$ cat config.mk
export PLATFORM = sky130hd
export DESIGN_NAME = miss_tracker
export DESIGN_NICKNAME = d
export VERILOG_FILES = /design/src/rtl/mt_pkg.sv /design/src/rtl/mt_table.sv /design/src/rtl/mt_watchdog.sv /design/src/rtl/miss_tracker.sv
export SDC_FILE = /design/constraint.sdc
export NUM_CORES = 2
export LEC_CHECK = 0
export BUFFER_PORTS_ARGS = -buffer_cell sky130_fd_sc_hd__buf_2
export CORE_ASPECT_RATIO = 1.5
export CORE_MARGIN = 4
export CORE_UTILIZATION = 60
export CTS_BUF_LIST = sky130_fd_sc_hd__clkbuf_4 sky130_fd_sc_hd__clkbuf_8
export DETAILED_ROUTE_END_ITERATION = 10
export PLACE_DENSITY_LB_ADDON = 0.05
export SYNTH_ARGS = -nofsm -noshare
export SYNTH_HDL_FRONTEND = slang
export SYNTH_SLANG_ARGS = --single-unit
$ cat constraint.sdc
create_clock -name clk -period 19 [get_ports clk]
set_input_delay 2.85 -clock clk [delete_from_list [all_inputs] [get_ports clk]]
set_output_delay 2.85 -clock clk [all_outputs]
set_load 0.01 [all_outputs]
$ cat src/rtl/mt_pkg.sv
package mt_pkg;
  typedef enum logic [1:0] {
    RQ_LOAD  = 2'd0,
    RQ_FETCH = 2'd1,
    RQ_STORE = 2'd2,
    RQ_RMW   = 2'd3
  } rq_kind_e;

  typedef enum logic [1:0] {
    CT_LOAD   = 2'd0,
    CT_STORE  = 2'd1,
    CT_FETCH  = 2'd2,
    CT_ATOMIC = 2'd3
  } ct_kind_e;

  localparam logic [1:0] MODE_SUPER = 2'd1;

  function automatic ct_kind_e map_kind(input rq_kind_e k);
    case (k)
      RQ_LOAD:  map_kind = CT_LOAD;
      RQ_FETCH: map_kind = CT_FETCH;
      RQ_STORE: map_kind = CT_STORE;
      default:  map_kind = CT_ATOMIC;
    endcase
  endfunction
endpackage

$ cat src/rtl/mt_table.sv
module mt_table #(
  parameter int ENTRIES = 8,
  parameter int TAG_W   = 26,
  parameter int ID_W    = 16,
  parameter int TIME_W  = 16,
  parameter int THRESH  = 1000,
  parameter int CNT_W   = 5
) (
  input  logic              clk,
  input  logic              rst,
  input  logic [TIME_W-1:0] now,
  input  logic [TAG_W-1:0]  probe_tag,
  output logic              probe_hit,
  output logic              full,
  input  logic              ins_en,
  input  logic [ID_W-1:0]   ins_id,
  input  logic              ret_en,
  input  logic [TAG_W-1:0]  ret_tag,
  output logic              ret_hit,
  output logic [ID_W-1:0]   ret_id,
  output logic [TIME_W-1:0] ret_stamp,
  output logic              old_any,
  output logic [CNT_W-1:0]  valid_cnt
);
  localparam int IDX_W = (ENTRIES > 1) ? $clog2(ENTRIES) : 1;
  localparam logic [TIME_W-1:0] LIMIT = TIME_W'(THRESH);

  logic [ENTRIES-1:0] vld;
  logic [TAG_W-1:0]   tag_q   [ENTRIES];
  logic [ID_W-1:0]    id_q    [ENTRIES];
  logic [TIME_W-1:0]  stamp_q [ENTRIES];

  logic [IDX_W-1:0]  free_idx, ret_idx;
  logic              found_free;
  logic [TIME_W-1:0] age;

  always_comb begin
    probe_hit  = 1'b0;
    ret_hit    = 1'b0;
    ret_id     = '0;
    ret_stamp  = '0;
    ret_idx    = '0;
    free_idx   = '0;
    found_free = 1'b0;
    old_any    = 1'b0;
    valid_cnt  = '0;
    age        = '0;
    for (int i = 0; i < ENTRIES; i++) begin
      age = now - stamp_q[i];
      if (vld[i] && tag_q[i] == probe_tag) probe_hit = 1'b1;
      if (vld[i] && tag_q[i] == ret_tag) begin
        ret_hit   = 1'b1;
        ret_id    = id_q[i];
        ret_stamp = stamp_q[i];
        ret_idx   = IDX_W'(i);
      end
      if (!vld[i] && !found_free) begin
        found_free = 1'b1;
        free_idx   = IDX_W'(i);
      end
      if (vld[i] && age >= LIMIT) old_any = 1'b1;
      valid_cnt = valid_cnt + CNT_W'(vld[i]);
    end
    full = !found_free;
  end

  always_ff @(posedge clk) begin
    if (rst) begin
      vld <= '0;
    end else begin
      if (ret_en && ret_hit) vld[ret_idx] <= 1'b0;
      if (ins_en) vld[free_idx] <= 1'b1;
    end
  end

  always_ff @(posedge clk) begin
    if (ins_en) begin
      tag_q[free_idx]   <= probe_tag;
      id_q[free_idx]    <= ins_id;
      stamp_q[free_idx] <= now;
    end
  end

  // the owner never inserts a line that is pending or into a full table
  assert_no_dup_insert_R3: assert property (@(posedge clk) disable iff (rst)
    ins_en |-> (!probe_hit && !full));
endmodule

$ cat src/rtl/mt_watchdog.sv
module mt_watchdog #(
  parameter int THRESH = 1000
) (
  input  logic clk,
  input  logic rst,
  input  logic arm_req,
  input  logic busy,
  input  logic stale,
  output logic armed,
  output logic deadlock
);
  localparam int TM_W = $clog2(THRESH + 1);
  localparam logic [TM_W-1:0] LAST = TM_W'(THRESH - 1);

  logic [TM_W-1:0] timer;

  always_ff @(posedge clk) begin
    if (rst) begin
      armed    <= 1'b0;
      deadlock <= 1'b0;
      timer    <= '0;
    end else if (!armed) begin
      if (arm_req) begin
        armed <= 1'b1;
        timer <= '0;
      end
    end else if (timer == LAST) begin
      timer <= '0;
      if (stale) deadlock <= 1'b1;
      if (!busy && !arm_req) armed <= 1'b0;
    end else begin
      timer <= timer + 1'b1;
    end
  end
endmodule

$ cat src/rtl/miss_tracker.sv
module miss_tracker
  import mt_pkg::*;
#(
  parameter int ADDR_W     = 32,
  parameter int LINE_BYTES = 64,
  parameter int LEN_W      = 7,
  parameter int ENTRIES    = 8,
  parameter int MAX_OUT    = 12,
  parameter int THRESH     = 1000,
  parameter int ID_W       = 16,
  parameter int TIME_W     = 16,
  parameter int LAT_W      = 8,
  parameter int IC_LAT     = 2,
  parameter int DC_LAT     = 4,
  localparam int OFF_W     = $clog2(LINE_BYTES),
  localparam int TAG_W     = ADDR_W - OFF_W
) (
  input  logic              clk,
  input  logic              rst,
  input  logic              req_valid,
  output logic              req_ready,
  input  logic [ADDR_W-1:0] req_addr,
  input  logic [LEN_W-1:0]  req_len,
  input  logic [1:0]        req_kind,
  input  logic [1:0]        req_mode,
  output logic              iss_valid,
  input  logic              iss_ready,
  output logic [TAG_W-1:0]  iss_line,
  output logic [1:0]        iss_kind,
  output logic              iss_super,
  output logic [LAT_W-1:0]  iss_delay,
  output logic [ID_W-1:0]   iss_id,
  input  logic              cpl_valid,
  input  logic              cpl_write,
  input  logic [TAG_W-1:0]  cpl_line,
  output logic              rsp_valid,
  output logic [ID_W-1:0]   rsp_id,
  output logic [TIME_W-1:0] rsp_lat,
  output logic              cpl_err,
  output logic              deadlock
);
  localparam int CNT_W = $clog2(2 * ENTRIES + 1);

  logic [TIME_W-1:0] now;
  logic [ID_W-1:0]   next_id;
  logic [CNT_W-1:0]  cnt_q;

  logic [TAG_W-1:0] line;
  logic [31:0]      span;
  logic             is_wr, len_ok, slot_free, accept, retire, hit;
  rq_kind_e         kind;

  logic              rd_hit, wr_hit, rd_full, wr_full, rd_old, wr_old;
  logic              rd_rhit, wr_rhit;
  logic [ID_W-1:0]   rd_rid, wr_rid;
  logic [TIME_W-1:0] rd_stamp, wr_stamp;
  logic [CNT_W-1:0]  rd_cnt, wr_cnt;
  logic              wd_armed;

  assign kind      = rq_kind_e'(req_kind);
  assign line      = req_addr[ADDR_W-1:OFF_W];
  assign span      = 32'(req_addr[OFF_W-1:0]) + 32'(req_len);
  assign is_wr     = (kind == RQ_STORE) || (kind == RQ_RMW);
  assign len_ok    = span <= 32'(LINE_BYTES);
  assign slot_free = !iss_valid || iss_ready;
  assign req_ready = slot_free && (cnt_q < CNT_W'(MAX_OUT)) && !rd_hit && !wr_hit
                   && (is_wr ? !wr_full : !rd_full) && len_ok;
  assign accept    = req_valid && req_ready;
  assign hit       = cpl_write ? wr_rhit : rd_rhit;
  assign retire    = cpl_valid && hit;

  for (genvar g = 0; g < 2; g++) begin : g_tab
    logic ins, ret, ph, fl, rh, od;
    logic [ID_W-1:0]   rid;
    logic [TIME_W-1:0] st;
    logic [CNT_W-1:0]  vc;
    assign ins = accept && (is_wr == (g == 1));
    assign ret = cpl_valid && (cpl_write == (g == 1));
    mt_table #(.ENTRIES(ENTRIES), .TAG_W(TAG_W), .ID_W(ID_W), .TIME_W(TIME_W),
               .THRESH(THRESH), .CNT_W(CNT_W)) u_tab (
      .clk(clk), .rst(rst), .now(now), .probe_tag(line), .probe_hit(ph), .full(fl),
      .ins_en(ins), .ins_id(next_id), .ret_en(ret), .ret_tag(cpl_line),
      .ret_hit(rh), .ret_id(rid), .ret_stamp(st), .old_any(od), .valid_cnt(vc));
  end

  assign rd_hit = g_tab[0].ph;   assign wr_hit = g_tab[1].ph;
  assign rd_full = g_tab[0].fl;  assign wr_full = g_tab[1].fl;
  assign rd_rhit = g_tab[0].rh;  assign wr_rhit = g_tab[1].rh;
  assign rd_rid = g_tab[0].rid;  assign wr_rid = g_tab[1].rid;
  assign rd_stamp = g_tab[0].st; assign wr_stamp = g_tab[1].st;
  assign rd_old = g_tab[0].od;   assign wr_old = g_tab[1].od;
  assign rd_cnt = g_tab[0].vc;   assign wr_cnt = g_tab[1].vc;

  mt_watchdog #(.THRESH(THRESH)) u_wd (
    .clk(clk), .rst(rst), .arm_req(accept), .busy(cnt_q != '0),
    .stale(rd_old || wr_old), .armed(wd_armed), .deadlock(deadlock));

  always_ff @(posedge clk) begin
    if (rst) begin
      now       <= '0;
      next_id   <= '0;
      cnt_q     <= '0;
      iss_valid <= 1'b0;
      rsp_valid <= 1'b0;
      cpl_err   <= 1'b0;
    end else begin
      now       <= now + 1'b1;
      cnt_q     <= cnt_q + CNT_W'(accept) - CNT_W'(retire);
      rsp_valid <= retire;
      cpl_err   <= cpl_valid && !hit;
      if (accept) begin
        next_id   <= next_id + 1'b1;
        iss_valid <= 1'b1;
      end else if (iss_ready) begin
        iss_valid <= 1'b0;
      end
    end
  end

  always_ff @(posedge clk) begin
    if (accept) begin
      iss_line  <= line;
      iss_kind  <= map_kind(kind);
      iss_super <= (req_mode == MODE_SUPER);
      iss_delay <= (kind == RQ_FETCH) ? LAT_W'(IC_LAT) : LAT_W'(DC_LAT);
      iss_id    <= next_id;
    end
    if (retire) begin
      rsp_id  <= cpl_write ? wr_rid : rd_rid;
      rsp_lat <= now - (cpl_write ? wr_stamp : rd_stamp);
    end
  end

  assert_count_matches_tables_R11: assert property (@(posedge clk) disable iff (rst)
    cnt_q == CNT_W'(rd_cnt + wr_cnt));
  assert_count_within_limit_R2: assert property (@(posedge clk) disable iff (rst)
    cnt_q <= CNT_W'(MAX_OUT));
  assert_issue_holds_R13: assert property (@(posedge clk) disable iff (rst)
    (iss_valid && !iss_ready) |=> (iss_valid && $stable(iss_id) && $stable(iss_line)));
  assert_armed_while_pending_R12: assert property (@(posedge clk) disable iff (rst)
    (cnt_q != '0) |-> wd_armed);
  assert_rsp_err_exclusive_R10: assert property (@(posedge clk) disable iff (rst)
    !(rsp_valid && cpl_err));
endmodule

# Yosys cells after proc, flatten, opt, wreduce, memory -nomap -nowiden
# Memory sizes are Yosys's and may differ from the RTL's.
# Index checks and enable logic that the tools add are counted.
word_totals:
  ff_bits: 153
  ramBits: 928
  word_cells: 396
  n_memories: 6
mem_list:
  columns: ["name", "depth", "word_bits", "rd", "rd_ports_with_merged_regs", "write_ports", "line_no", "text"]
  rows:
  - ["g_tab[0].u_tab.tag_q", 8, 26, 8, 0, 1, "mt_table.sv:29", "logic [TAG_W-1:0] tag_q [ENTRIES];"]
  - ["g_tab[1].u_tab.tag_q", 8, 26, 8, 0, 1, "mt_table.sv:29", null]
  - ["g_tab[0].u_tab.id_q", 8, 16, 8, 0, 1, "mt_table.sv:30", "logic [ID_W-1:0] id_q [ENTRIES];"]
  - ["g_tab[0].u_tab.stamp_q", 8, 16, 8, 0, 1, "mt_table.sv:31", "logic [TIME_W-1:0] stamp_q [ENTRIES];"]
  - ["g_tab[1].u_tab.id_q", 8, 16, 8, 0, 1, "mt_table.sv:30", null]
  - ["g_tab[1].u_tab.stamp_q", 8, 16, 8, 0, 1, "mt_table.sv:31", null]
classes:
  add_sub_neg: 23
  order_cmp: 26
  n_eq_ne: 37
  mux: 157
  n_bitwise: 8
  n_reduce_logical: 121
op_table:
  columns: ["op", "count"]
  rows:
  - ["$eq A26 B26 Y1", 32]
  - ["$mux W16", 34]
  - ["$sub A16 B16 Y16", 17]
  - ["$ge A16 B10 Y1 const B", 16]
  - ["$mux W1", 84]
  - ["$logic_and A1 B1 Y1", 81]
  - ["$mux W3", 17]
  - ["$mux W8", 6]
  - ["$add A16 B1 Y16 const B", 2]
  - ["$logic_not A1 Y1", 32]
  - ["$mux W10", 3]
  - ["$and A8 B8 Y8", 2]
  - ["$lt A3 B4 Y1 const B", 4]
  - ["$mux W2", 8]
  - ["$not A8 Y8", 2]
  - ["$or A8 B8 Y8", 2]
  - ["$demux W1 S3", 4]
  - ["$ge A3 B1 Y1 const B", 4]
  - ["$add A10 B1 Y10 const B", 1]
  - ["$eq A10 B10 Y1 const B", 1]
  - ["$add A6 B7 Y8", 1]
  - ["$le A8 B7 Y1 const B", 1]
  - ["$pmux W2 S3", 1]
  - ["$add A5 B1 Y5", 1]
  - ["10 further kinds", 16]

# Longest topological paths before layout
logic_depth:
  ltp_word: 30
  mapped_depth: 30
  mapped_depth_nobuf: 27

# Cells and area by module
# A second synthesis with hierarchy kept.
hier_totals:
  cells_unflattened: 5621
  hier_area_um2: 62561.3
modules_own_cells:
  columns: ["module", "n_inst", "cells_each", "area_per_inst_um2"]
  rows:
  - ["mt_table at g_tab[0].u_tab", 1, 2596, 28112.0]
  - ["mt_table at g_tab[1].u_tab", 1, 2491, 28103.2]
  - ["miss_tracker", 1, 459, 5703.0]
  - ["mt_watchdog", 1, 75, 643.1]

# Worst setup path after synthesis
# No wires, ideal clock.
synth_path:
  kind: "input-to-reg"
  from: "input req_addr[0]"
  to: "memory g_tab[0].u_tab.id_q[2][0] (enable)"
  arrival_time_ns: 8.493
  t_required_ns: 18.526
  slack_ns: 10.033
  cell_stages: 14
  path_buffers: 1
  cell_sequence: "ha_1 inv_1 fa_1 inv_1 a21oi_1 o21bai_1 xnor2_1 nand4b_1 o31ai_1 nand4_1 buf_2 inv_1 nand3_1 nor2_1"
synth_between:
  elab_chain_cells: 7
synth_rtl:
  columns: ["item", "line_no", "text"]
  rows:
  - ["from (decl)", "miss_tracker.sv:22", "input logic [ADDR_W-1:0] req_addr,"]
  - ["$add A6 B7 Y8", "miss_tracker.sv:62", "assign span = 32'(req_addr[OFF_W-1:0]) + 32'(req_len);"]
  - ["$le A8 B7 Y1", "miss_tracker.sv:64", "assign len_ok = span <= 32'(LINE_BYTES);"]
  - ["$logic_and A1 B1 Y1", "miss_tracker.sv:67", "&& (is_wr ? !wr_full : !rd_full) && len_ok;"]
  - ["$logic_and A1 B1 Y1", "miss_tracker.sv:68", "assign accept = req_valid && req_ready;"]
  - ["net accept", "miss_tracker.sv:50", "logic is_wr, len_ok, slot_free, accept, retire, hit;"]
  - ["$logic_and A1 B1 Y1", "miss_tracker.sv:77", "assign ins = accept && (is_wr == (g == 1));"]
  - ["$mux W1", "mt_table.sv:77", "if (ins_en) begin"]
  - ["$mux W1 (implied by the code)", "mt_table.sv:79", "id_q[free_idx] <= ins_id;"]
  - ["to (decl)", "mt_table.sv:30", null]
# The timed path passes the listed nets, and every way through them passes these cells.

# Final worst setup path
layout_path:
  from: "input req_addr[7]"
  to: "output req_ready"
layout_between:
  elab_chain_cells: 15
  word_cells_on_any_way: 54
  classes_between: "eq/ne (16); mux (16); reduce/logical (22)"
layout_rtl:
  columns: ["item", "line_no", "text"]
  rows:
  - ["$eq A26 B26 Y1", "mt_table.sv:50", "if (vld[i] && tag_q[i] == probe_tag) probe_hit = 1'b1;"]
  - ["$logic_and A1 B1 Y1", "mt_table.sv:50", null]
  - ["$mux W1 (8 in a row)", "mt_table.sv:50", null]
  - ["$logic_not A1 Y1", "miss_tracker.sv:66", "assign req_ready = slot_free && (cnt_q < CNT_W'(MAX_OUT)) && !rd_hit && !wr_hit"]
  - ["$logic_and A1 B1 Y1", "miss_tracker.sv:66", null]
  - ["$logic_and A1 B1 Y1 (*)", "miss_tracker.sv:66", null]
  - ["$logic_and A1 B1 Y1 (*) (2 in a row)", "miss_tracker.sv:67", null]
  - ["to (decl)", "miss_tracker.sv:21", "output logic req_ready,"]
# Every way passes the cells marked *; elsewhere a longest branch is shown, timed or not.

==> results.yml <==
logic_synthesis:
  synthCells: 5418
  synth_ff_type: "edfxtp_1"
  synthArstFlopShare_pct: 0
  ys_seq_area_share_pct: 51.73
  ys_ff_latch: 1075
  synth_edf_count: 1007
  ys_warn_count: 0
  synth_area_per_cell_um2: 11.28
  yosysUniqueCellTypes: 94
  syn-cell-area_mm2: 0.06109
timing:
  maxSlewViolCount: 0
  final_hold_viol_count: 0
  tightest_slew_ps: 1156
  period_needed_ps: 9020
  clock.fmax_mhz: 110.9
  tns_ps: 0
  period_share_pct: 47.47
  slew_headroom_pct: 22.90
  fin_skew_ps: 70.45
  setup_viol: 0
  rsz0062_at_grt: "false"
global_route:
  grt_max_degree: 66
  grt_use_total_pct: 37.66
  grt_antenna_before_repair: 4
  grt-ovfl-total: 0
  use_met1_pct: 40.85
  grt.busiest_layer: "met2"
  grt_first_pass_wirelength_um: 291500
  grtUsageMet3_pct: 7.022
  grt_pass1_vias: 44630
  use_met2_pct: 63.36
worst_setup_path:
  r2r_start: "g_tab[1].u_tab.tag_q[4][2]"
  r2r-end: "rsp_lat[15]"
  ff2ff_setup_slack_ps: 12450
  startpoint: "req_addr[7]"
  endpoint: "req_ready"
  cp_max_fo: 17
  crit_type: "input pin to output port"
  endpoint_kind: "output port"
  cp.required_ps: 16150
  reg2regPathDepth: 23
  cp.arrival_ps: 6170
  cp-start-kind: "input pin"
clock_tree:
  cts_root_buf: "clkbuf_8"
  clk_latency_ps: 920
  postCtsSetupBuffers: 0
  cts_sinks: 1075
  clk_pin_slew_worst_paths_ps: 70
  holdBufCountCts: 0
  post_cts_resized: 0
  clk_path_buf_depth: 3
  htreeDepth: 4
  cts_tree: "done"
  cts_buffers: 162
layout:
  utilization_pct: 66.05
  drive_above_1_share_pct: 11.58
  syn2layout_area_growth_pct: 9.491
  fin_nets: 5991
  fin_cells: 7069
placed_design:
  place_inst: 6767
  port_buffers: 158
  place.gp.congestion: 0.9733
  post-dp-hpwl_um: 138200
floorplanning:
  io_pins: 165
  start_util_pct: 60.33
  dieArea_mm2: 0.1071
  dieHeight_um: 398.8
  rows: 143
  core-area_mm2: 0.1013
  die_w_um: 268.5
pwr:
  p_sw_share_pct: 24.58
  p_int_mw: 3.903
  clkPwrFrac_pct: 41.2
  power.leakage_nw: 25.41
  p_seq_share_pct: 50.9
  powerDensity_mw_per_mm2: 77.36
  pwr-share-comb_pct: 7.9
  p_switching_mw: 1.272
  vdd_drop_max_mv: 0.08551
detailed_routing:
  drc_errors: 0
  ant_nets: 0
  first_pass_iters: 8
  routed_wl_um: 203100
  route.detailed.vias_per_inst: 6.373
  post_drt_wl_per_cell_um: 28.74
  vias: 45050
  dr.first_iter.drc_count: 3928
run:
  drv_cap: 0
outcome:
  outcome: "finished clean"
worst_hold_path:
  hp-class: "flip-flop to flip-flop"
  hp-start: "now[3]"
[worst max-delay path: stages]
cell and delay (ps):
buf_2 70, buf_4 330, buf_4 450, xnor2_1 170, nand4_1 130, nor4_1 320
nand4_1 570, nand4_1 450, nor4_1 100, and4_1 370, nand3_1 150, inv_1 50
buf_2 130
[sequential cells by signal, indices dropped and copies added, names as in the netlist, 2 cells and up]
register and flops:
g_tab.u_tab.tag_q 416, g_tab.u_tab.id_q 256, g_tab.u_tab.stamp_q 256, iss_line 26
g_tab.u_tab.vld 16, iss_id 16, next_id 16, now 16
rsp_id 16, rsp_lat 16, u_wd.timer 10, cnt_q 5
iss_delay 2, iss_kind 2
[cell usage in the layout, fill, tap and decap left out, types with 63 or more instances in the layout]
master / count
mux2i_1: 68
nand2_1: 235
nand3_1: 63
clkbuf_8: 175
xor2_1: 402
nand4_1: 196
inv_1: 375
buf_4: 115
nor2_1: 344
nor4_1: 105
a21oi_1: 287
edfxtp_1: 1007
nor3_1: 114
ha_1: 271
buf_2: 158
o21ai_0: 256
o21a_1: 98
xnor2_1: 589
[stage by stage]
stage | power (mW) | setup slack, ps | hold WS, ps | instance area (um^2)
2_1_floorplan | 2.934 | 10030 | 470.8 | 61110
3_3_place_gp | 3.077 | 9653 | 482.9 | 63280
3_5_place_dp | 3.084 | 9615 | 491.4 | 63280
4_1_cts | 5.189 | 10350 | 508.9 | 66880
5_1_grt | 5.331 | 10040 | 539.5 | 66890
6_report | 5.175 | 9980 | 508.8 | 66890
[area by class of cell]
cell class / instances / area, um^2
fillers: 7884 / 34380
flip-flops and latches: 1075 / 31620
multi-input cells: 3737 / 26960
clock buffers: 217 / 2724
repair buffers: 273 / 1654
well taps: 1305 / 1633
inverters: 377 / 1415
clock inverters: 82 / 879.6
diodes: 3 / 7.507
[synthesized netlist by cell type, types with 30 or more instances]
library cell  count  area (um^2)
nor4_1          105        656.9
nand4_1         196         1226
mux2i_1          68        680.7
a31oi_1          36        225.2
edfxtp_1       1007        30240
clkbuf_1         87        326.6
nand2_1         235        882.1
nor3_1          114        570.6
xor2_1          402         3521
o21ai_1          30        150.1
nor2_1          362         1359
o21a_1           98        735.7
a21o_1           45        337.8
a221oi_1         34        297.8
nor2b_1          49        306.5
a21oi_1         287         1436
nor3b_1          31        232.7
buf_4            53        397.9
xnor2_1         589         5159
mux2_2           42        473.0
o21ai_0         256         1281
inv_1           376         1411
nand2b_1         32        200.2
dfxtp_1          68         1361
nand3_1          63        315.3
ha_1            271         3391
buf_2            69        345.3
[how the worst min path moves through the flow]
stage / to / slack, ps / depth (start not counted)
2_1_floorplan: u_wd.timer[9] / 470 / 1
3_5_place_dp: now[3] / 490 / 2
4_1_cts: now[3] / 510 / 2
3_3_place_gp: now[3] / 480 / 2
5_1_grt: now[3] / 540 / 2
6_report: now[3] / 510 / 2
[kinds of logic after synthesis]
logic type,synth area share [%]
AND/OR/NAND/NOR,10.59
flip-flops,51.73
AO/OA/AOI/OAI,10.99
XOR/XNOR,14.21
buffers and inverters,4.418
adder cells (fa/ha/maj),6.173
multiplexers,1.888
other,0.006138
[layer usage]
layer  share of wire [%]  up-vias
met2                  48     2229
met3                 7.3      813
met1                  34    21930
li1                    -    20080
met5                   0        -
met4                  11        0
[power groups by stage]
stage               clock (mW)  sequential (mW)  combinational, mW
finish                    2.13             2.63              0.407
global route              2.27             2.64              0.430
CTS                       2.15             2.63              0.401
detailed placement           0             2.68              0.400
global placement             0             2.68              0.393
floorplan                    0             2.69              0.243
Note: power is estimated with default switching activity, not from simulation.
